### config.mk
export PLATFORM = sky130hd
export DESIGN_NAME = cmdlink_loader
export DESIGN_NICKNAME = d
export VERILOG_FILES = /design/src/rtl/cmdlink_pkg.sv /design/src/rtl/cmdlink_pick.sv /design/src/rtl/cmdlink_popcount.sv /design/src/rtl/cmdlink_loader.sv
export SDC_FILE = /design/constraint.sdc
export NUM_CORES = 1
export LEC_CHECK = 0
export ABC_AREA = 1
export BUFFER_PORTS_ARGS = -buffer_cell sky130_fd_sc_hd__buf_2
export CORE_MARGIN = 2
export CORE_UTILIZATION = 50
export CTS_BUF_LIST = sky130_fd_sc_hd__clkbuf_8
export DETAILED_ROUTE_END_ITERATION = 10
export PLACE_DENSITY = 0.85
export SLEW_MARGIN = 0
export SYNTH_ARGS = -nofsm -noshare
export SYNTH_HDL_FRONTEND = slang
export SYNTH_SLANG_ARGS = --single-unit
### constraint.sdc
create_clock -name clk -period 7.7 [get_ports clk]
set_clock_uncertainty 0.2 [all_clocks]
set_input_delay 0.77 -clock clk [delete_from_list [all_inputs] [get_ports clk]]
set_output_delay 0.77 -clock clk [all_outputs]
set_load 0.02 [all_outputs]
### src/rtl/cmdlink_pkg.sv
package cmdlink_pkg;

    typedef enum logic [3:0] {
        S_IDLE,
        S_HDR_REQ,
        S_HDR_WAIT,
        S_CLEAR,
        S_PAY_REQ,
        S_PAY_WAIT,
        S_ENABLE,
        S_RUN,
        S_ABORT
    } ld_state_e;

    localparam int HDR_W = 32;

    // Header bits that own a register slot: 2..12, 14, 19, 20, 29, 30, 31.
    localparam logic [HDR_W-1:0] SLOT_MASK = 32'hE018_5FFC;

    localparam int CLEAR_BIT   = 0;
    localparam int LINK_LO_BIT = 30;

endpackage

### src/rtl/cmdlink_pick.sv
module cmdlink_pick #(
    parameter int W  = 32,
    parameter int IW = $clog2(W)
) (
    input  logic [W-1:0]  vec,
    output logic [IW-1:0] idx
);
    // Lowest set bit wins; scanned from the top so the last hit is the lowest.
    always_comb begin
        idx = '0;
        for (int i = W - 1; i >= 0; i--) begin
            if (vec[i]) idx = IW'(i);
        end
    end
endmodule

### src/rtl/cmdlink_popcount.sv
module cmdlink_popcount #(
    parameter int W  = 32,
    parameter int CW = $clog2(W + 1)
) (
    input  logic [W-1:0]  vec,
    output logic [CW-1:0] cnt
);
    always_comb begin
        cnt = '0;
        for (int i = 0; i < W; i++) begin
            cnt = cnt + CW'(vec[i]);
        end
    end
endmodule

### src/rtl/cmdlink_loader.sv
module cmdlink_loader
    import cmdlink_pkg::*;
#(
    parameter int ADDR_W    = 32,
    parameter int MAX_WORDS = 16
) (
    input  logic              clk,
    input  logic              rst_n,
    input  logic              start_valid,
    input  logic [ADDR_W-1:0] start_addr,
    output logic              busy,
    output logic              mem_req,
    output logic [ADDR_W-1:0] mem_addr,
    input  logic              mem_rvalid,
    input  logic [31:0]       mem_rdata,
    input  logic              mem_rerr,
    output logic              reg_clear,
    output logic              reg_we,
    output logic [4:0]        reg_idx,
    output logic [31:0]       reg_wdata,
    output logic              ch_enable,
    input  logic              xfer_done,
    output logic              load_error
);
    localparam int IDX_W      = $clog2(HDR_W);
    localparam int CNT_W      = $clog2(HDR_W + 1);
    localparam int WORD_BYTES = HDR_W / 8;
    localparam logic [CNT_W-1:0] MAX_PAYLOAD = CNT_W'(MAX_WORDS - 1);

    ld_state_e          state_q, state_d;
    logic [ADDR_W-1:0]  addr_q;
    logic [HDR_W-1:0]   pending_q;
    logic [HDR_W-1:0]   hdr_q;
    logic [ADDR_W-1:0]  link_q;
    logic               link_en_q;

    logic [HDR_W-1:0]   hdr_slots;
    logic [CNT_W-1:0]   hdr_cnt;
    logic [IDX_W-1:0]   cur_idx;
    logic [HDR_W-1:0]   pending_next;
    logic               too_long;
    logic               rd_ok;

    assign hdr_slots    = mem_rdata & SLOT_MASK;
    assign pending_next = pending_q & (pending_q - 1'b1);
    assign too_long     = hdr_cnt > MAX_PAYLOAD;
    assign rd_ok        = mem_rvalid && !mem_rerr;

    cmdlink_popcount #(.W(HDR_W), .CW(CNT_W)) u_count (
        .vec (hdr_slots),
        .cnt (hdr_cnt)
    );

    cmdlink_pick #(.W(HDR_W), .IW(IDX_W)) u_pick (
        .vec (pending_q),
        .idx (cur_idx)
    );

    // State register
    always_ff @(posedge clk or negedge rst_n) begin
        if (!rst_n) state_q <= S_IDLE;
        else        state_q <= state_d;
    end

    // Next-state logic
    always_comb begin
        state_d = state_q;
        unique case (state_q)
            S_IDLE:     if (start_valid) state_d = S_HDR_REQ;
            S_HDR_REQ:  state_d = S_HDR_WAIT;
            S_HDR_WAIT: if (mem_rvalid) begin
                            if (mem_rerr || too_long)    state_d = S_ABORT;
                            else if (mem_rdata[CLEAR_BIT]) state_d = S_CLEAR;
                            else if (hdr_slots != '0)    state_d = S_PAY_REQ;
                            else                         state_d = S_ENABLE;
                        end
            S_CLEAR:    state_d = (pending_q != '0) ? S_PAY_REQ : S_ENABLE;
            S_PAY_REQ:  state_d = S_PAY_WAIT;
            S_PAY_WAIT: if (mem_rvalid) begin
                            if (mem_rerr)                state_d = S_ABORT;
                            else if (pending_next != '0) state_d = S_PAY_REQ;
                            else                         state_d = S_ENABLE;
                        end
            S_ENABLE:   state_d = S_RUN;
            S_RUN:      if (xfer_done) state_d = link_en_q ? S_HDR_REQ : S_IDLE;
            S_ABORT:    state_d = S_IDLE;
            default:    state_d = S_IDLE;
        endcase
    end

    // Fetch address, pending bitmap and link tracking
    always_ff @(posedge clk or negedge rst_n) begin
        if (!rst_n) begin
            addr_q    <= '0;
            pending_q <= '0;
            hdr_q     <= '0;
            link_q    <= '0;
            link_en_q <= 1'b0;
        end else begin
            unique case (state_q)
                S_IDLE: if (start_valid) addr_q <= start_addr;
                S_HDR_WAIT: if (rd_ok) begin
                    pending_q <= hdr_slots;
                    hdr_q     <= hdr_slots;
                    link_en_q <= 1'b0;
                    addr_q    <= addr_q + ADDR_W'(WORD_BYTES);
                end
                S_PAY_WAIT: if (rd_ok) begin
                    pending_q <= pending_next;
                    addr_q    <= addr_q + ADDR_W'(WORD_BYTES);
                    if (cur_idx == IDX_W'(LINK_LO_BIT)) begin
                        link_q    <= ADDR_W'(mem_rdata) & ~ADDR_W'(1);
                        link_en_q <= mem_rdata[0];
                    end
                end
                S_RUN: if (xfer_done && link_en_q) addr_q <= link_q;
                default: ;
            endcase
        end
    end

    // Outputs
    always_comb begin
        busy       = (state_q != S_IDLE);
        mem_req    = 1'b0;
        mem_addr   = addr_q;
        reg_clear  = 1'b0;
        reg_we     = 1'b0;
        reg_idx    = cur_idx;
        reg_wdata  = mem_rdata;
        ch_enable  = 1'b0;
        load_error = 1'b0;
        unique case (state_q)
            S_HDR_REQ,
            S_PAY_REQ:  mem_req    = 1'b1;
            S_CLEAR:    reg_clear  = 1'b1;
            S_PAY_WAIT: reg_we     = rd_ok;
            S_ENABLE:   ch_enable  = 1'b1;
            S_ABORT:    load_error = 1'b1;
            default: ;
        endcase
    end

    // A write targets a slot bit that is still pending
    p_slot_valid_r3: assert property (@(posedge clk) disable iff (!rst_n)
        reg_we |-> (SLOT_MASK[reg_idx] && pending_q[reg_idx]));

    // After a write, no pending bit at or below it remains
    p_ascending_r4: assert property (@(posedge clk) disable iff (!rst_n)
        reg_we |=> ((pending_q & ((HDR_W'(1) << (HDR_W'($past(reg_idx)) + 1)) - 1)) == '0));

    // Clear happens before any payload slot is consumed
    p_clear_first_r6: assert property (@(posedge clk) disable iff (!rst_n)
        reg_clear |-> (pending_q == hdr_q));

    // Enable only once every selected word is written
    p_enable_drained_r7: assert property (@(posedge clk) disable iff (!rst_n)
        ch_enable |-> (pending_q == '0));

    // Accepted descriptors stay within the word limit
    p_len_limit_r9: assert property (@(posedge clk) disable iff (!rst_n)
        (state_q == S_PAY_REQ) |-> ($countones(pending_q) <= MAX_WORDS - 1));

    // One outstanding read at a time
    p_single_req_r2: assert property (@(posedge clk) disable iff (!rst_n)
        mem_req |=> !mem_req);

    // An abort ends in idle without enabling
    p_abort_idle_r10: assert property (@(posedge clk) disable iff (!rst_n)
        load_error |=> (!busy && !ch_enable));

endmodule

==> flow_metrics.py, run 1 <==
metrics = {
    "logic_synthesis": {
        "synth_top_family_by_area": "simple AND/OR/NAND/NOR gates",
        "synth_adder_area_share_pct": 4.46,
        "async_flop_share_pct": 100,
        "synthXorXnorAreaFrac_pct": 0.271,
        "synth-edff-count": 0,
        "yosys-mux-area-fraction_pct": 0,
        "yosysSeqAreaShare_pct": 38.0,
        "synth_ff_type": "dfrtp_1",
        "synth_common_cells": "nand2_1, inv_1, dfrtp_1",
        "avgSynthCellArea_um2": 7.53,
        "synth-compound-area-share_pct": 19.6,
        "yosysTopAreaCellShare_pct": 38.0,
        "syn_nets": 944,
        "yosysMostFrequentCell": "nand2_1",
        "syn-cell-area_um2": 6460,
        "synth_cell_types": 49,
        "synth_top_cell_by_area": "dfrtp_1",
        "ys_ff_latch": 98,
        "ys_warn_count": 0,
        "syn_inst": 857,
        "synthSimpleGateAreaFrac_pct": 24.3,
        "synth.area.top_cells": "dfrtp_1, nand2_1, inv_1",
    },
    "worst_setup_path": {
        "path_class": "in2reg",
        "cp_cell_sequence": "buf_2, inv_1, ha_1, inv_1, fa_1, fa_1, inv_1, fa_1, fa_1, ha_1, nand2_1, nor2_1, or2_2, a21oi_1, o21ai_0, nor3_1, a2111oi_0, o21ai_0",
        "cp_common_cell": "fa_1",
        "cp-start-kind": "input pin",
        "arrival_ns": 4.72,
        "cpMaxStageDelayCell": "fa_1",
        "worst-path-max-fanout": 4,
        "cp.required_ns": 7.75,
        "max_stage_delay_ns": 0.49,
        "worstSetupEndpointType": "flop",
    },
    "pwr": {
        "power.leakage_uw": 0.00365,
        "peakVddDrop_mv": 0.189,
        "power_density_nw_per_um2": 371,
    },
    "clocking": {
        "insertion_delay_ns": 0.38,
        "cts_max_path_buffers": 2,
        "tritoncts": "built",
        "post_cts_resized": 0,
        "cts_root_buf": "clkbuf_8",
        "htree_levels": 3,
        "cts_hold_buf": 0,
        "cts_inserted_buffers": 9,
        "cts_sinks": 98,
        "post-cts-setup-buffers": 0,
        "clk_pin_slew_ns": 0.10,
    },
    "grt": {
        "grtUsageMet3_pct": 4.94,
        "grt-ovfl-total": 0,
        "first_global_vias": 5753,
        "grt.busiest_layer": "met2",
        "grt_pass1_wl_um": 29400,
        "use_met2_pct": 40.3,
        "track_usage_pct": 26.5,
        "use_met1_pct": 38.1,
        "grt_max_degree": 66,
        "antenna_found_initial": 0,
    },
    "final_layout": {
        "seq_area_um2": 2450,
        "final_nets": 1045,
        "post-route-util_pct": 57.8,
        "diodes": 0,
        "stdcell_area_um2": 7290,
        "multiInputGateArea_um2": 3160,
        "fill_cells": 1203,
        "drive_above_1_share_pct": 22.8,
        "syn_to_final_growth_pct": 12.9,
    },
    "timing": {
        "max_freq_mhz": 214,
        "setup_violations": 0,
        "rsz0062_at_grt": "no",
        "slew_headroom_pct": 21.4,
        "slew_viol_final": 0,
        "whs_ns": 0.128,
        "hold_viol_final": 0,
        "setup_tns_ns": 0,
        "min_period_ns": 4.67,
        "min_period_over_period_pct": 60.6,
        "worst_slew_pin_slew_ns": 1.17,
    },
    "floorplanning": {
        "rows": 41,
        "die_area_um2": 13800,
        "core_area_um2": 12600,
        "start_util_pct": 51.2,
        "die_w_um": 118,
        "io_pins": 145,
        "die_y_um": 118,
    },
    "route": {
        "via_per_inst": 5.62,
        "ant_nets": 0,
        "drtIter0Drc": 742,
        "drt_pre_antenna_iters": 5,
        "wl_per_cell_um": 16.0,
        "postRouteWirelength_um": 18100,
        "drc": 0,
        "vias": 6378,
    },
    "placement": {
        "gp_congestion": 0.938,
        "port_buffers": 144,
        "dpl_cell_area_um2": 7090,
        "dpl.hpwl_um": 13800,
    },
    "worst_hold_path": {
        "hold_class": "in2async",
    },
    "run": {
        "drv_cap": 0,
    },
    "run_status": {
        "status": "finished clean",
    },
}
metrics by stage:
stage	power [µW]	std cells	setup WS, ns
after floorplan	1950	857	3.21
after global placement	2310	1119	2.88
after detailed placement	2350	1119	2.66
after CTS	2700	1135	3.06
after global routing	2930	1135	2.93
final	2710	1135	3.03
power by group:
part	total, µW	internal [µW]	switching [µW]	leakage (µW)
sequential	873	688	185	0.00125
combinational	1490	493	999	0.00229
clock	342	157	185	0.000107
layer usage:
metal / share of wire (%) / vias to the layer above
met2: 45 / 299
met3: 8.3 / 32
met5: 0 / -
met1: 44 / 3001
met4: 2.2 / 0
li1: - / 3046
registers in the layout, summed over array words and instances, names as in the netlist:
name       cells
mem_addr      32
link_q        31
pending_q     30
state_q        4
link_en_q      1
worst paths after layout:
kind                                                from                        to  slack (ns)  cells after the start
worst max register to register  pending_q[3]$_DFFE_PN0P_     link_q[5]$_DFFE_PN0P_        3.66                     15
min in group clk                  link_q[23]$_DFFE_PN0P_    link_q[23]$_DFFE_PN0P_        0.29                      2
max in group asynchronous                          rst_n  mem_addr[15]$_DFFE_PN0P_        5.96                      2
worst max-delay path                        mem_rdata[2]    state_q[2]$_DFFE_PN0P_        3.03                     18
worst min-delay path                               rst_n  mem_addr[17]$_DFFE_PN0P_        0.13                      1
worst min register to register    link_q[23]$_DFFE_PN0P_    link_q[23]$_DFFE_PN0P_        0.29                      2
cell usage in the layout (no fill, tap or decap), types with 11 or more instances in the layout:
cell type / Yosys / final
o21ai_1: 24 / 23
nand3_1: 41 / 41
buf_2: 2 / 143
inv_2: 17 / 17
inv_1: 117 / 118
nand2_1: 169 / 169
a221oi_1: 17 / 17
dfrtp_1: 98 / 98
nor2_2: 9 / 11
a22oi_1: 30 / 30
nand4_1: 11 / 11
o21ai_0: 50 / 50
nor3_1: 14 / 14
a21oi_1: 32 / 32
o22ai_1: 11 / 11
nor2_1: 71 / 68
worst max-delay path, delay by kind of cell:
family | cells | cell delay (ns)
buffers and inverters | 4 | 0.31
adder cells (fa/ha/maj) | 6 | 2.33
AO/OA/AOI/OAI | 4 | 0.96
AND/OR/NAND/NOR | 4 | 0.33
area by class of cell:
cell class                 instances  area share (%)
multi-input combinational        565            43.3
tap                              172            2.95
inverter                         134            6.90
clock inverter                     6           0.790
clock buffer                      10            1.89
timing repair buffer             150            10.5
sequential                        98            33.6
cells by family (layout without fill, tap and decap cells):
family / count (synthesis) / after routing
simple gates: 345 / 345
compound gates: 201 / 201
buf+inv: 194 / 300
flops: 98 / 98
fa+ha+maj: 17 / 17
xor+xnor: 2 / 2
Power figures use the tool's default switching activity.
==> inputs of run 2 (changes only) <==
--- a/config.mk
+++ b/config.mk
@@ -5,13 +5,13 @@
 export SDC_FILE = /design/constraint.sdc
 export NUM_CORES = 1
 export LEC_CHECK = 0
-export ABC_AREA = 1
+export ABC_AREA = 0
 export BUFFER_PORTS_ARGS = -buffer_cell sky130_fd_sc_hd__buf_2
 export CORE_MARGIN = 2
 export CORE_UTILIZATION = 50
 export CTS_BUF_LIST = sky130_fd_sc_hd__clkbuf_8
 export DETAILED_ROUTE_END_ITERATION = 10
-export PLACE_DENSITY = 0.85
+export PLACE_DENSITY = 0.84
 export SLEW_MARGIN = 0
 export SYNTH_ARGS = -nofsm -noshare
 export SYNTH_HDL_FRONTEND = slang
==> constraint.sdc (replaced) <==
create_clock -name clk -period 4.4 [get_ports clk]
set_clock_uncertainty 0.2 [all_clocks]
set_input_delay 0.44 -clock clk [delete_from_list [all_inputs] [get_ports clk]]
set_output_delay 0.44 -clock clk [all_outputs]
set_load 0.02 [all_outputs]
==> flow_metrics.py, run 2 <==
metrics = {
    "run_status": {
        "status": "finished with violations",
        "violations": "hold timing",
    },
    "pwr": {
        "peakVddDrop_mv": 0.367,
        "comb_power_share_pct": 49.9,
        "switching_share_pct": 48.2,
        "p_sw_uw": 2070,
        "power_density_nw_per_um2": 580,
        "intPower_uw": 2220,
        "power_uw": 4290,
        "pwr-share-seq_pct": 36.1,
        "power.leakage_uw": 0.00348,
        "power_frac_clock_pct": 14.0,
    },
    "route": {
        "drtIter0Drc": 862,
        "drc": 0,
        "wl_per_cell_um": 19.1,
        "postRouteWirelength_um": 19400,
        "drt_pre_antenna_iters": 6,
        "ant_nets": 0,
        "via_per_inst": 6.36,
        "vias": 6444,
    },
    "clocking": {
        "htree_levels": 3,
        "cts_max_path_buffers": 2,
        "tritoncts": "built",
        "cts_root_buf": "clkbuf_8",
        "post-cts-setup-buffers": 0,
        "clk_pin_slew_ns": 0.10,
        "post_cts_resized": 0,
        "cts_hold_buf": 0,
        "cts_inserted_buffers": 9,
        "insertion_delay_ns": 0.38,
        "cts_sinks": 98,
    },
    "logic_synthesis": {
        "synth_ff_type": "dfrtp_1",
        "synth.area.top_cells": "dfrtp_1, o21ai_0, buf_4",
        "async_flop_share_pct": 100,
        "synth_common_cells": "dfrtp_1, o21ai_0, nand2_1",
        "syn_nets": 829,
        "ys_ff_latch": 98,
        "synth_cell_types": 82,
        "synth_top_cell_by_area": "dfrtp_1",
        "synth-edff-count": 0,
        "yosysMostFrequentCell": "dfrtp_1",
        "syn-cell-area_um2": 6570,
        "yosysTopAreaCellShare_pct": 37.3,
        "yosysSeqAreaShare_pct": 37.3,
        "syn_inst": 742,
        "avgSynthCellArea_um2": 8.86,
        "ys_warn_count": 0,
    },
    "worst_setup_path": {
        "cpLargestDelayFamily": "adder cells",
        "cp_cell_sequence": "buf_2, inv_1, ha_1, inv_1, fa_1, fa_1, inv_1, fa_1, fa_1, ha_1, and3b_1, o211ai_1, and3_1, a222oi_1, o21ai_0",
        "cp-start-kind": "input pin",
        "path_class": "in2reg",
        "cpMaxStageDelayCell": "fa_1",
        "rr_worst_depth": 6,
        "worst-path-max-fanout": 5,
        "r2r_end": "mem_addr[15]$_DFFE_PN0P_",
        "max_stage_delay_ns": 0.52,
        "reg2reg_slack_ns": 0.92,
        "worstSetupEndpointType": "flop",
        "crit_buf_inv": 4,
        "arrival_ns": 4.04,
        "regToRegStartpoint": "state_q[0]$_DFFE_PN0P_",
        "cp.required_ns": 4.44,
        "cp_common_cell": "fa_1",
    },
    "timing": {
        "min_period_ns": 4.00,
        "worst_slew_pin_slew_ns": 1.02,
        "min_period_over_period_pct": 91.0,
        "rsz0062_at_grt": "no",
        "max_freq_mhz": 250,
        "whs_ns": -0.0181,
        "slew_headroom_pct": 30.1,
        "setup_violations": 0,
        "hold_viol_final": 27,
        "slew_viol_final": 0,
        "setup_tns_ns": 0,
    },
    "floorplanning": {
        "die_y_um": 119,
        "die_w_um": 119,
        "start_util_pct": 51.7,
        "core_area_um2": 12700,
        "rows": 41,
        "io_pins": 145,
        "die_area_um2": 14100,
    },
    "final_layout": {
        "final_common_cell": "buf_2",
        "syn_to_final_growth_pct": 12.5,
        "fill_cells": 1176,
        "diodes": 0,
        "seq_area_um2": 2450,
        "largest_reg_flops": 32,
        "multiInputGateArea_um2": 3540,
        "mostFrequentLayoutCells": "buf_2, dfrtp_1, o21ai_0, nand2_1, nor2_1",
        "final_nets": 924,
        "drive_above_1_share_pct": 25.3,
    },
    "placement": {
        "dpl.hpwl_um": 13800,
        "port_buffers": 144,
        "gp_congestion": 0.941,
    },
    "grt": {
        "track_usage_pct": 27.1,
        "grt_pass1_wl_um": 30800,
        "grt_max_degree": 69,
        "antenna_found_initial": 0,
        "first_global_vias": 5942,
        "grt-ovfl-total": 0,
    },
    "run": {
        "drv_cap": 0,
    },
    "worst_hold_path": {
        "hold_class": "in2async",
    },
}
==> run 2: kinds of logic after synthesis <==
| kind of cell | Yosys count | share of synthesized area (%) |
|---|---|---|
| fa+ha+maj | 18 | 4.53 |
| buf+inv | 117 | 9.02 |
| compound gates | 247 | 24.8 |
| simple gates | 226 | 18.3 |
| mux | 33 | 5.62 |
| flops | 98 | 37.3 |
| xor+xnor | 3 | 0.400 |
==> run 2: worst max-delay path by stage <==
stage	startpoint	to	depth (start not counted)
2_1_floorplan	mem_rdata[2]	state_q[2]$_DFFE_PN0P_	14
3_3_place_gp	mem_rdata[3]	state_q[2]$_DFFE_PN0P_	15
3_5_place_dp	mem_rdata[3]	state_q[2]$_DFFE_PN0P_	15
4_1_cts	mem_rdata[3]	state_q[2]$_DFFE_PN0P_	15
5_1_grt	mem_rdata[3]	state_q[2]$_DFFE_PN0P_	15
6_report	mem_rdata[3]	state_q[2]$_DFFE_PN0P_	15
==> run 2: stage by stage <==
step | hold slack, ns | cells | setup slack [ns] | util (%) | instance area, µm²
after floorplan | -0.0556 | 742 | 0.430 | - | 6570
after global placement | 0.267 | 998 | 0.150 | 56.6 | 7200
after detailed placement | 0.275 | 998 | 0.0196 | 56.6 | 7200
after CTS | 0.0133 | 1013 | 0.410 | 58.1 | 7400
after global routing | 0.0453 | 1013 | 0.205 | 58.1 | 7400
final | -0.0181 | 1013 | 0.398 | 58.1 | 7400
==> run 2: final cells by class <==
type	instances	share of cell area (%)
multi-input combinational	527	47.8
sequential	98	33.2
timing repair buffer	160	11.4
tap	172	2.91
inverter	41	2.08
clock buffer	9	1.67
clock inverter	6	0.930
==> run 2: metal layers <==
layer,up-vias,GRT usage (%),wire (µm)
li1,2896,-,-
met1,3047,38.3,8060
met2,443,40.5,8720
met3,58,5.41,1980
met4,0,11.4,602
met5,-,0,0
==> run 2: power groups by stage <==
| stage | Sequential, µW | Combinational [µW] | Clock, µW |
|---|---|---|---|
| global route | 1590 | 2340 | 644 |
| floorplan | 1560 | 1420 | 0 |
| CTS | 1530 | 2120 | 599 |
| finish | 1550 | 2140 | 601 |
| global placement | 1540 | 2060 | 0 |
| detailed placement | 1550 | 2100 | 0 |
==> run 2: worst register-to-register path: stages, from the launching register on <==
cell      delay (ns)
dfrtp_1         0.57
nor4b_1         0.74
nor2_2          0.09
a211oi_2        0.44
or2_0           0.83
o21ai_0         0.25
a22o_1          0.29
